--- src/rtl/rx_bd_ring.sv ---
module rx_bd_ring #(
  parameter int NDESC = 8,
  localparam int IW = $clog2(NDESC)
) (
  input  logic          clk,
  input  logic          rst_n,
  input  logic          rx_en,
  input  logic          cont_mode,
  input  logic          in_valid,
  input  logic [7:0]    in_data,
  input  logic          in_eof,
  input  logic          in_err,
  output logic          bd_rd,
  output logic          bd_we,
  output logic [IW-1:0] bd_addr,
  output logic [79:0]   bd_wdata,
  input  logic [79:0]   bd_rdata,
  output logic          dm_we,
  output logic [31:0]   dm_addr,
  output logic [7:0]    dm_wdata,
  output logic          irq,
  output logic          busy_err,
  output logic          overrun
);
  typedef enum logic [2:0] {S_IDLE, S_FETCH, S_CHECK, S_READY, S_WB, S_REL} st_t;

  st_t          st;
  logic [IW-1:0] idx;
  logic [15:0]  sts, cnt, lim;
  logic [31:0]  base;
  logic         cl_eof, cl_err, busy;

  wire [15:0]   cnt_nx   = cnt + 16'd1;
  wire          closes   = in_eof || in_err || (cnt_nx >= lim);
  wire          last_idx = (idx == IW'(NDESC - 1));
  wire [IW-1:0] idx_nx   = (sts[13] || last_idx) ? '0 : idx + 1'b1;
  wire [15:0]   sts_wb   = {1'b1, sts[14:12], cl_eof, sts[10:2], cl_err, sts[0]};

  assign bd_rd    = (st == S_FETCH);
  assign bd_we    = (st == S_WB) || (st == S_REL);
  assign bd_addr  = idx;
  assign bd_wdata = {(st == S_WB) ? sts_wb : {1'b0, sts_wb[14:0]}, cnt, lim, base};

  always_ff @(posedge clk or negedge rst_n) begin
    if (!rst_n) begin
      st       <= S_IDLE;
      idx      <= '0;
      sts      <= '0;
      cnt      <= '0;
      lim      <= '0;
      base     <= '0;
      cl_eof   <= 1'b0;
      cl_err   <= 1'b0;
      busy     <= 1'b0;
      dm_we    <= 1'b0;
      dm_addr  <= '0;
      dm_wdata <= '0;
      irq      <= 1'b0;
      busy_err <= 1'b0;
      overrun  <= 1'b0;
    end else begin
      irq      <= 1'b0;
      busy_err <= 1'b0;
      dm_we    <= 1'b0;
      if (!rx_en) begin
        st   <= S_IDLE;
        idx  <= '0;
        busy <= 1'b0;
      end else begin
        case (st)
          S_IDLE:  st <= S_FETCH;
          S_FETCH: st <= S_CHECK;
          S_CHECK: begin
            sts  <= bd_rdata[79:64];
            lim  <= bd_rdata[47:32];
            base <= bd_rdata[31:0];
            cnt  <= '0;
            if (bd_rdata[79]) begin
              st      <= S_READY;
              busy    <= 1'b0;
              overrun <= 1'b0;
            end else begin
              st   <= S_FETCH;
              busy <= 1'b1;
            end
          end
          S_READY: if (in_valid) begin
            dm_we    <= 1'b1;
            dm_addr  <= base + 32'(cnt);
            dm_wdata <= in_data;
            cnt      <= cnt_nx;
            if (closes) begin
              st     <= S_WB;
              cl_eof <= in_eof;
              cl_err <= in_err;
            end
          end
          S_WB: if (cont_mode) begin
            st  <= S_FETCH;
            idx <= idx_nx;
            irq <= 1'b1;
          end else begin
            st <= S_REL;
          end
          S_REL: begin
            st  <= S_FETCH;
            idx <= idx_nx;
            irq <= 1'b1;
          end
          default: st <= S_IDLE;
        endcase
        if (in_valid && st != S_READY) begin
          overrun  <= 1'b1;
          busy_err <= busy;
        end
      end
    end
  end
endmodule

--- config.mk ---
export PLATFORM = sky130hd
export DESIGN_NAME = rx_bd_ring
export DESIGN_NICKNAME = d
export VERILOG_FILES = /design/src/rtl/rx_bd_ring.sv
export SDC_FILE = /design/constraint.sdc
export NUM_CORES = 1
export LEC_CHECK = 0
export BUFFER_PORTS_ARGS = -buffer_cell sky130_fd_sc_hd__buf_4
export CORE_ASPECT_RATIO = 2
export CORE_UTILIZATION = 32
export DETAILED_ROUTE_END_ITERATION = 7
export REMOVE_ABC_BUFFERS = 1
export SLEW_MARGIN = 20
export SYNTH_ARGS = -nofsm -noshare
export SYNTH_HDL_FRONTEND = slang
export SYNTH_SLANG_ARGS = --single-unit
--- constraint.sdc ---
create_clock -name clk -period 3.8 [get_ports clk]
set_clock_uncertainty 0.15 [all_clocks]
set_input_delay 0.38 -clock clk [delete_from_list [all_inputs] [get_ports clk]]
set_output_delay 0.38 -clock clk [all_outputs]
set_load 0.01 [all_outputs]
======== After elaboration in Yosys (flattened, before gate mapping) ========
Index checks and enable logic that the tools add are counted.
Widths: inputs -> output; s select.
storage, ports and cells
  word-level logic and storage cells ...... 76
  input port bits ......................... 95
  output and inout port bits .............. 129
  register bits ........................... 132
cells by class
  mux-type cells .......................... 27
  eq/ne operators ......................... 13
  reduce and logical (&&, ||, !) cells .... 17
  $add $sub $neg .......................... 3
  order comparisons ....................... 1
operators with widths
  cell                   count
  $add 32x16->32         1
  $mux 16                2
  $pmux 16 s2            1
  $mux 3                 7
  $add 16x1->16 const B  1
  $ge 16x16->1           1
  $pmux 3 s5             1
  $mux 1                 13
  $eq 3x3->1 const B     3
  $ne 3x3->1 const B     3
  $reduce_and 3->1       3
  $eq 3x2->1 const B     2
  $pmux 3 s2             1
  $reduce_and 2->1       3
  $reduce_bool 2->1      3
  $logic_or 1x1->1       4
  $reduce_and 4->1       1
  $add 3x1->3 const B    1
  $eq 3x1->1 const B     1
  $logic_not 3->1        1
  $ne 3x1->1 const B     1
  $ne 3x2->1 const B     1
  $mux 2                 1
  $ne 2x1->1 const B     1
  other kinds (4)        4

======== Logic depth before layout (Yosys ltp) ========
Gate-level depths: netlist of run 1.
  word-level depth ........................ 7
  gate-level depth with buffers ........... 13
  gate-level depth less buffers ........... 13

======== Least setup slack after synthesis of run 1 ========
OpenSTA, ideal clock, no wires.
  path kind ............................... register -> register
  start ................................... register cnt[2]
  end ..................................... register cl_eof
  data required time ...................... 3.525 ns
  period minus slack after synthesis ...... 3.357 ns
  cell stages (with the launch flop) ...... 13
  setup slack ............................. 0.443 ns
  library setup time ...................... 0.125 ns
  arrival time ............................ 3.083 ns
  cells stage by stage .................... dfrtp_1 > and3_1 > nand3_1 > nor3_2 > and3_1 > xor2_1 > ha_1 > a21o_1 > a21o_1 > a2111oi_0 > o211ai_1 > and2_1 > mux2_2
between the ends
  word-level cells in the longest chain between the ends .. 4
RTL lines
  item                        line  source
  start: declaration          29    logic [15:0] sts, cnt, lim;
  start signal: assignment    91    cnt <= cnt_nx;
  $add 16x1->16               33    wire [15:0] cnt_nx = cnt + 16'd1;
  $ge 16x16->1                34    wire closes = in_eof || in_err || (cnt_nx >= lim);
  $logic_or 1x1->1            34
  $reduce_and 4->1 (no line)  -
  end signal: assignment      94    cl_eof <= in_eof;
  end: declaration            31    logic cl_eof, cl_err, busy;
Every way passes these cells.
A chain may end at the register's enable or synchronous reset.

======== Worst setup path after layout of run 1 ========
  start ................................... register cnt[3]
  end ..................................... register cl_err
between the ends
  word-level cells in the longest chain between the ends .. 4
RTL lines
  item                        line  source
  $add 16x1->16               33
  $ge 16x16->1                34
  $logic_or 1x1->1            34
  $reduce_and 4->1 (no line)  -
  end signal: assignment      95    cl_err <= in_err;
  end: declaration            31
Every way passes these cells.

==> metrics.yaml, run 1 <==
p_sw_share_pct: 33.10
ys_seq_elements: 130
fin_crit_sh_pct: 89.70
area_growth_pct: 41.19
numCtsBuffers: 17
die_y_microns: 210.0
p_total_mw: 5.559
rows: 75
drt-total-wl_microns: 20730
finalSetupViolations: 0
fin_crit_ns: 3.409
fin_ws_ns: 0.3914
place.gp.congestion: 0.7792
synth_area_sq_um: 6925
leakage_nw: 4.722
synth-main-ff-cell: "dfrtp_1"
most-common-layout-cells: "buf_4, dfrtp_1, nand2_1, o21ai_0, mux2_2"
fillers: 2043
via_per_inst: 4.931
cp-start-kind: "flip-flop"
worst_slew_pin_slew_ns: 0.7721
grt_pass1_wl_microns: 32260
grt_pass1_vias: 6127
drtIter0Drc: 186
async_flop_share_pct: 100.0
p_seq_share_pct: 38.0
critPathCaptureType: "flip-flop"
drt_pass1_iterations: 7
dieArea_sq_um: 22270
fin_nets: 1079
num_io_pins: 224
drtAntennaViolNets: 0
clkLatencyLatePin_ns: 0.44
ys_types: 62
antenna_found_initial: 0
outcome: "complete, no violations"
netlist_instances: 703
cts_post_setup_buffers_inserted: 0
placed_cell_area_sq_um: 8776
rr_startpoint: "cnt[3]"
io_buffers: 205
slew_headroom_pct: 48.53
ir_worst_vdd_uv: 312.8
cts_resized: 0
synth_edf_count: 0
power_density_nw_per_um2: 568.6
clock_power_share_pct: 29.3
grt_use_total_pct: 19.46
drc: 0
die_x_microns: 106.0
wire_per_inst_microns: 16.86
cts_num_sinks: 130
timing.fmax_ghz: 0.2934
hp-start: "bd_rdata[32]"
layout-drive-gt1-share_pct: 31.63
cts_root_buffer: "clkbuf_16"
critPathArrivalTime_ns: 3.58
cts_hold_buf: 42
vias: 6065
cp-startpoint: "cnt[3]"
synth_area_per_cell_sq_um: 9.851
hold_violations: 0
cts_max_level: 4
core-area_sq_um: 21110
pwr-share-comb_pct: 32.6
critPathKind: "reg2reg"
start_util_pct: 32.80
final_max_slew_viol_count: 0
intPower_mw: 3.719
grt_max_degree: 81
worstPathRequired_ns: 3.97
cts_tree: "done"
cap_violations: 0
layout_commonest_cell: "buf_4"
final_area_sq_um: 9778
hp-class: "in2reg"
clk_pin_slew_ns: 0.06
seq_area_frac_synth_pct: 46.97
cts_max_path_buffers: 2
globalRoute.totalOverflow: 0
rsz0062_at_grt: "false"
hpwl_microns: 15440
switching_power_mw: 1.840
diodes: 0
ys_warn_count: 0
cp_max_fo: 4
pre_cts_ws_ns: 0.3472
worst max-delay path: stages (launching register included):
cell and delay [ns]:
dfrtp_1 0.34, and3_1 0.22, nand3_1 0.17, nor3_2 0.36, and3_1 0.25, xor2_1 0.16
ha_1 0.26, a21o_1 0.16, a21o_1 0.16, a2111oi_0 0.38, o211ai_1 0.17, and2_1 0.24
mux2_2 0.28
metrics by stage:
step | hold slack [ns] | setup TNS (ns) | instances | utilization (%)
floorplan | -0.06559 | -20.59 | 670 | -
global placement | 0.3050 | 0 | 1156 | 41.56
detailed placement | 0.3032 | 0 | 1156 | 41.56
CTS | 0.0005736 | 0 | 1230 | 46.31
global route | 0.01012 | 0 | 1230 | 46.31
finish | 0.02416 | 0 | 1230 | 46.31
registers in the layout, indices dropped and copies added (netlist names):
signal,cells
st,3
lim,16
cnt,16
cl_eof,1
busy_err,1
dm_wdata,8
cl_err,1
bd_addr,3
base,32
overrun,1
sts,13
dm_addr,32
busy,1
irq,1
dm_we,1
final cells by class:
class	instances	area [sq um]	area share (%)
Clock inverter	10	107.6	1.100
Inverter	26	97.59	0.9981
Sequential cell	130	3253	33.27
Multi-Input combinational cell	514	3431	35.09
Timing Repair Buffer	259	2078	21.25
Clock buffer	22	474.2	4.850
Tap cell	269	336.6	3.442
layer usage:
layer	track usage, %	wire (microns)
met5	0	0
met4	11.69	918
met3	4.205	771
met2	37.30	11920
met1	18.45	7119
path summary, 6_finish.rpt:
kind	to	slack, ns	cells after the start
worst max-delay path	cl_err	0.39	12
worst min-delay path	lim[0]	0.02	2
worst max register to register	cl_err	0.39	12
worst min register to register	dm_wdata[1]	0.33	2
max in group asynchronous	lim[15]	2.30	3
min in group asynchronous	dm_wdata[3]	0.36	2
cells by family after synthesis:
logic type / Yosys count / synth area share, %
adders and majority gates: 36 / 6.612
and+or+nand+nor: 233 / 16.06
buffers and inverters: 59 / 3.595
DFF: 130 / 46.97
xor gates and xnor gates: 36 / 4.553
AOI/OAI and AO/OA: 161 / 14.45
muxes: 48 / 7.751
cells in the mapped netlist (all sizes together), types with 9 or more instances:
| library cell | instances | area share [%] |
|---|---|---|
| nand2 | 125 | 6.8 |
| buf | 16 | 1.3 |
| clkbuf | 17 | 0.92 |
| inv | 26 | 1.4 |
| a21o | 15 | 1.6 |
| and3 | 9 | 0.81 |
| xnor2 | 20 | 2.5 |
| dfrtp | 130 | 47 |
| o21ai | 69 | 5.0 |
| nor2 | 25 | 1.4 |
| nand3 | 16 | 1.2 |
| ha | 35 | 6.3 |
| a21oi | 31 | 2.3 |
| xor2 | 16 | 2.0 |
| nand4 | 12 | 1.3 |
| mux2 | 45 | 7.3 |
power groups by stage:
stage,combinational (mW),clock (mW),sequential (mW)
CTS,1.84,1.67,2.12
detailed placement,1.80,0,2.15
floorplan,0.702,0,2.24
global placement,1.78,0,2.13
finish,1.81,1.63,2.11
global route,1.98,1.72,2.18
Power figures use the tool's default switching activity.
==> inputs of run 2 (changes only) <==
Settings changed: ABC_AREA set to 1.
Clock period 3.8 ns to 3.2 ns, I/O delays scaled along.
==> run 2 against run 1 <==
Synthesized cell count increased by 32%. Routed wire length increased by 8.0%. Critical path depth increased by 3. Via count increased by 14%. Core utilization increased by 0.20 points. Clock-buffer cell count increased by 1. Design area increased by 5.4%. Fmax increased by 20%. Critical path type unchanged. Highest routed layer unchanged.
==> metrics.yaml, run 2 <==
cts_post_setup_buffers_inserted: 0
via_per_inst: 4.640
reg2reg_slack_ns: 0.36
start_util_pct: 32.60
cts_max_level: 4
rr_startpoint: "cnt[2]"
grt_pass1_vias: 7045
drt-total-wl_microns: 22400
layout-drive-gt1-share_pct: 22.23
power_density_nw_per_um2: 771.3
cp_max_fo: 5
area_growth_pct: 42.70
rows: 77
hp-start: "bd_rdata[34]"
drtIter0Drc: 234
r2r_cells: 15
yosys-top-cells-area: "dfrtp_1, nand2_1, inv_1, ha_1, nor2_1"
rsz0062_at_grt: "false"
final_util_pct: 46.52
leakage_nw: 5.517
slew_headroom_pct: 29.85
netlist_instances: 925
final_max_slew_viol_count: 0
synth_common_cells: "nand2_1, dfrtp_1, inv_1, nor2_1, nand3_1"
fin_cells: 1486
critPathCaptureType: "flip-flop"
outcome: "complete, no violations"
critPathKind: "reg2reg"
cts_num_sinks: 130
die_y_microns: 214.5
cts_root_buffer: "clkbuf_16"
min_path_cells: 3
synth_area_per_cell_sq_um: 7.809
clkLatencyLatePin_ns: 0.43
async_flop_share_pct: 100.0
yosysMostFrequentCell: "nand2_1"
worstPathRequired_ns: 3.35
ys_warn_count: 0
timing.fmax_ghz: 0.3527
r2r-end: "st[0]"
fin_nets: 1331
yosysTopAreaCell: "dfrtp_1"
seq_area_frac_synth_pct: 45.04
drc: 0
top_regs: "base x32, dm_addr x32"
core-area_sq_um: 22160
ys_types: 31
synth.top_cell.area_share_pct: 45.04
place.gp.congestion: 0.8739
numCtsBuffers: 17
clk_pin_slew_ns: 0.06
hpwl_microns: 16810
drtAntennaViolNets: 0
hp-class: "in2reg"
io_buffers: 205
antenna_found_initial: 0
dpl.cell_count: 1387
cts_tree: "done"
die_x_microns: 108.2
setup-tns-final_ns: 0
ys_seq_elements: 130
wire_per_inst_microns: 15.07
synth_edf_count: 0
vias: 6895
grt_use_total_pct: 20.40
holdPathEnd: "lim[2]"
drt_pass1_iterations: 6
most-common-layout-cells: "nand2_1, buf_4, dfrtp_1, inv_1, nor2_1"
diodes: 0
synth_area_sq_um: 7223
grt_pass1_wl_microns: 35470
cp-start-kind: "flip-flop"
layout_commonest_cell: "nand2_1"
ir_worst_vdd_uv: 406.7
cts_max_path_buffers: 2
hold_violations: 0
worst_slew_pin_slew_ns: 1.052
fin_crit_ns: 2.836
fin_crit_sh_pct: 88.61
cap_violations: 0
num_io_pins: 224
dieArea_sq_um: 23210
grt_max_degree: 75
finalSetupViolations: 0
synth-main-ff-cell: "dfrtp_1"
critPathArrivalTime_ns: 2.99
globalRoute.totalOverflow: 0
-- run 2: cell count changes after synthesis, sizes merged, moves of 8 or more --
cell    before  now
nand2      125  293
inv         26  128
nor2        25   96
nand3       16   55
o21ai       69   37
mux2        45   29
a21o        15    0
a21oi       31   44
clkbuf      17    5
and3         9    0
nor2b        8    0
-- run 2: report_power, final --
group          switching (mW)  total (mW)  internal, mW
clock                   0.707        1.92          1.21
sequential              0.515        2.77          2.25
combinational            1.73        3.27          1.53
-- run 2: through the flow --
stage,setup WS [ns],cell area [sq um],power [mW],hold WS [ns]
after floorplan,0.2227,7073,4.349,-0.1256
after global placement,0.3159,9019,5.962,0.1851
after detailed placement,0.2505,9019,6.023,0.1874
after CTS,0.2310,10290,8.059,0.003840
after global routing,0.02477,10310,8.477,0.04228
final,0.3645,10310,7.950,0.01731
-- run 2: worst max path at each step --
stage / startpoint / to / slack, ns / cells past startpoint
global route: cnt[2] / st[0] / 0.02 / 17
detailed placement: cnt[0] / st[0] / 0.25 / 16
floorplan: st[1] / base[0] / 0.22 / 6
global placement: cnt[0] / st[0] / 0.32 / 15
CTS: cnt[0] / st[0] / 0.23 / 16
finish: cnt[2] / st[0] / 0.36 / 15
-- run 2: repair_timing --
action                                 4_1_cts  5_1_grt
setup endpoints to repair                    0        5
hold buffers                                70        0
endpoints found under the hold margin      125        0
gates resized for setup                      0        5
-- run 2: logic make-up after synthesis --
family / after synthesis / share of synthesized area [%]
and+or+nand+nor: 462 / 25.71
buffers and inverters: 152 / 8.730
DFF: 130 / 45.04
AOI/OAI and AO/OA: 92 / 6.756
adders and majority gates: 36 / 6.340
muxes: 29 / 4.521
xor gates and xnor gates: 24 / 2.910
-- run 2: cell type report --
cell class / count / area [sq um]
Inverter: 128 / 480.5
Fill cell: 2250 / 11850
Clock inverter: 6 / 80.08
Sequential cell: 130 / 3254
Tap cell: 276 / 345.3
Multi-Input combinational cell: 643 / 3366
Timing Repair Buffer: 280 / 2293
Clock buffer: 23 / 488.0
-- run 2: worst max-delay path: stages (launching register included) --
cell	delay, ns
dfrtp_1	0.42
inv_1	0.07
nor2_1	0.24
nand2_1	0.19
nor2_2	0.21
nand2_1	0.09
xor2_1	0.18
inv_1	0.07
ha_1	0.30
inv_1	0.06
nor4_2	0.27
nand2_1	0.08
nand2_1	0.13
nand2_1	0.08
nand2_1	0.09
o21ai_0	0.09
-- run 2: routing by layer --
metal	routed length [microns]	vias to the layer above	track usage, %
li1	-	3463	-
met1	7875	3187	19.66
met2	12500	186	38.28
met3	849	59	3.617
met4	1166	0	13.06
met5	0	-	0
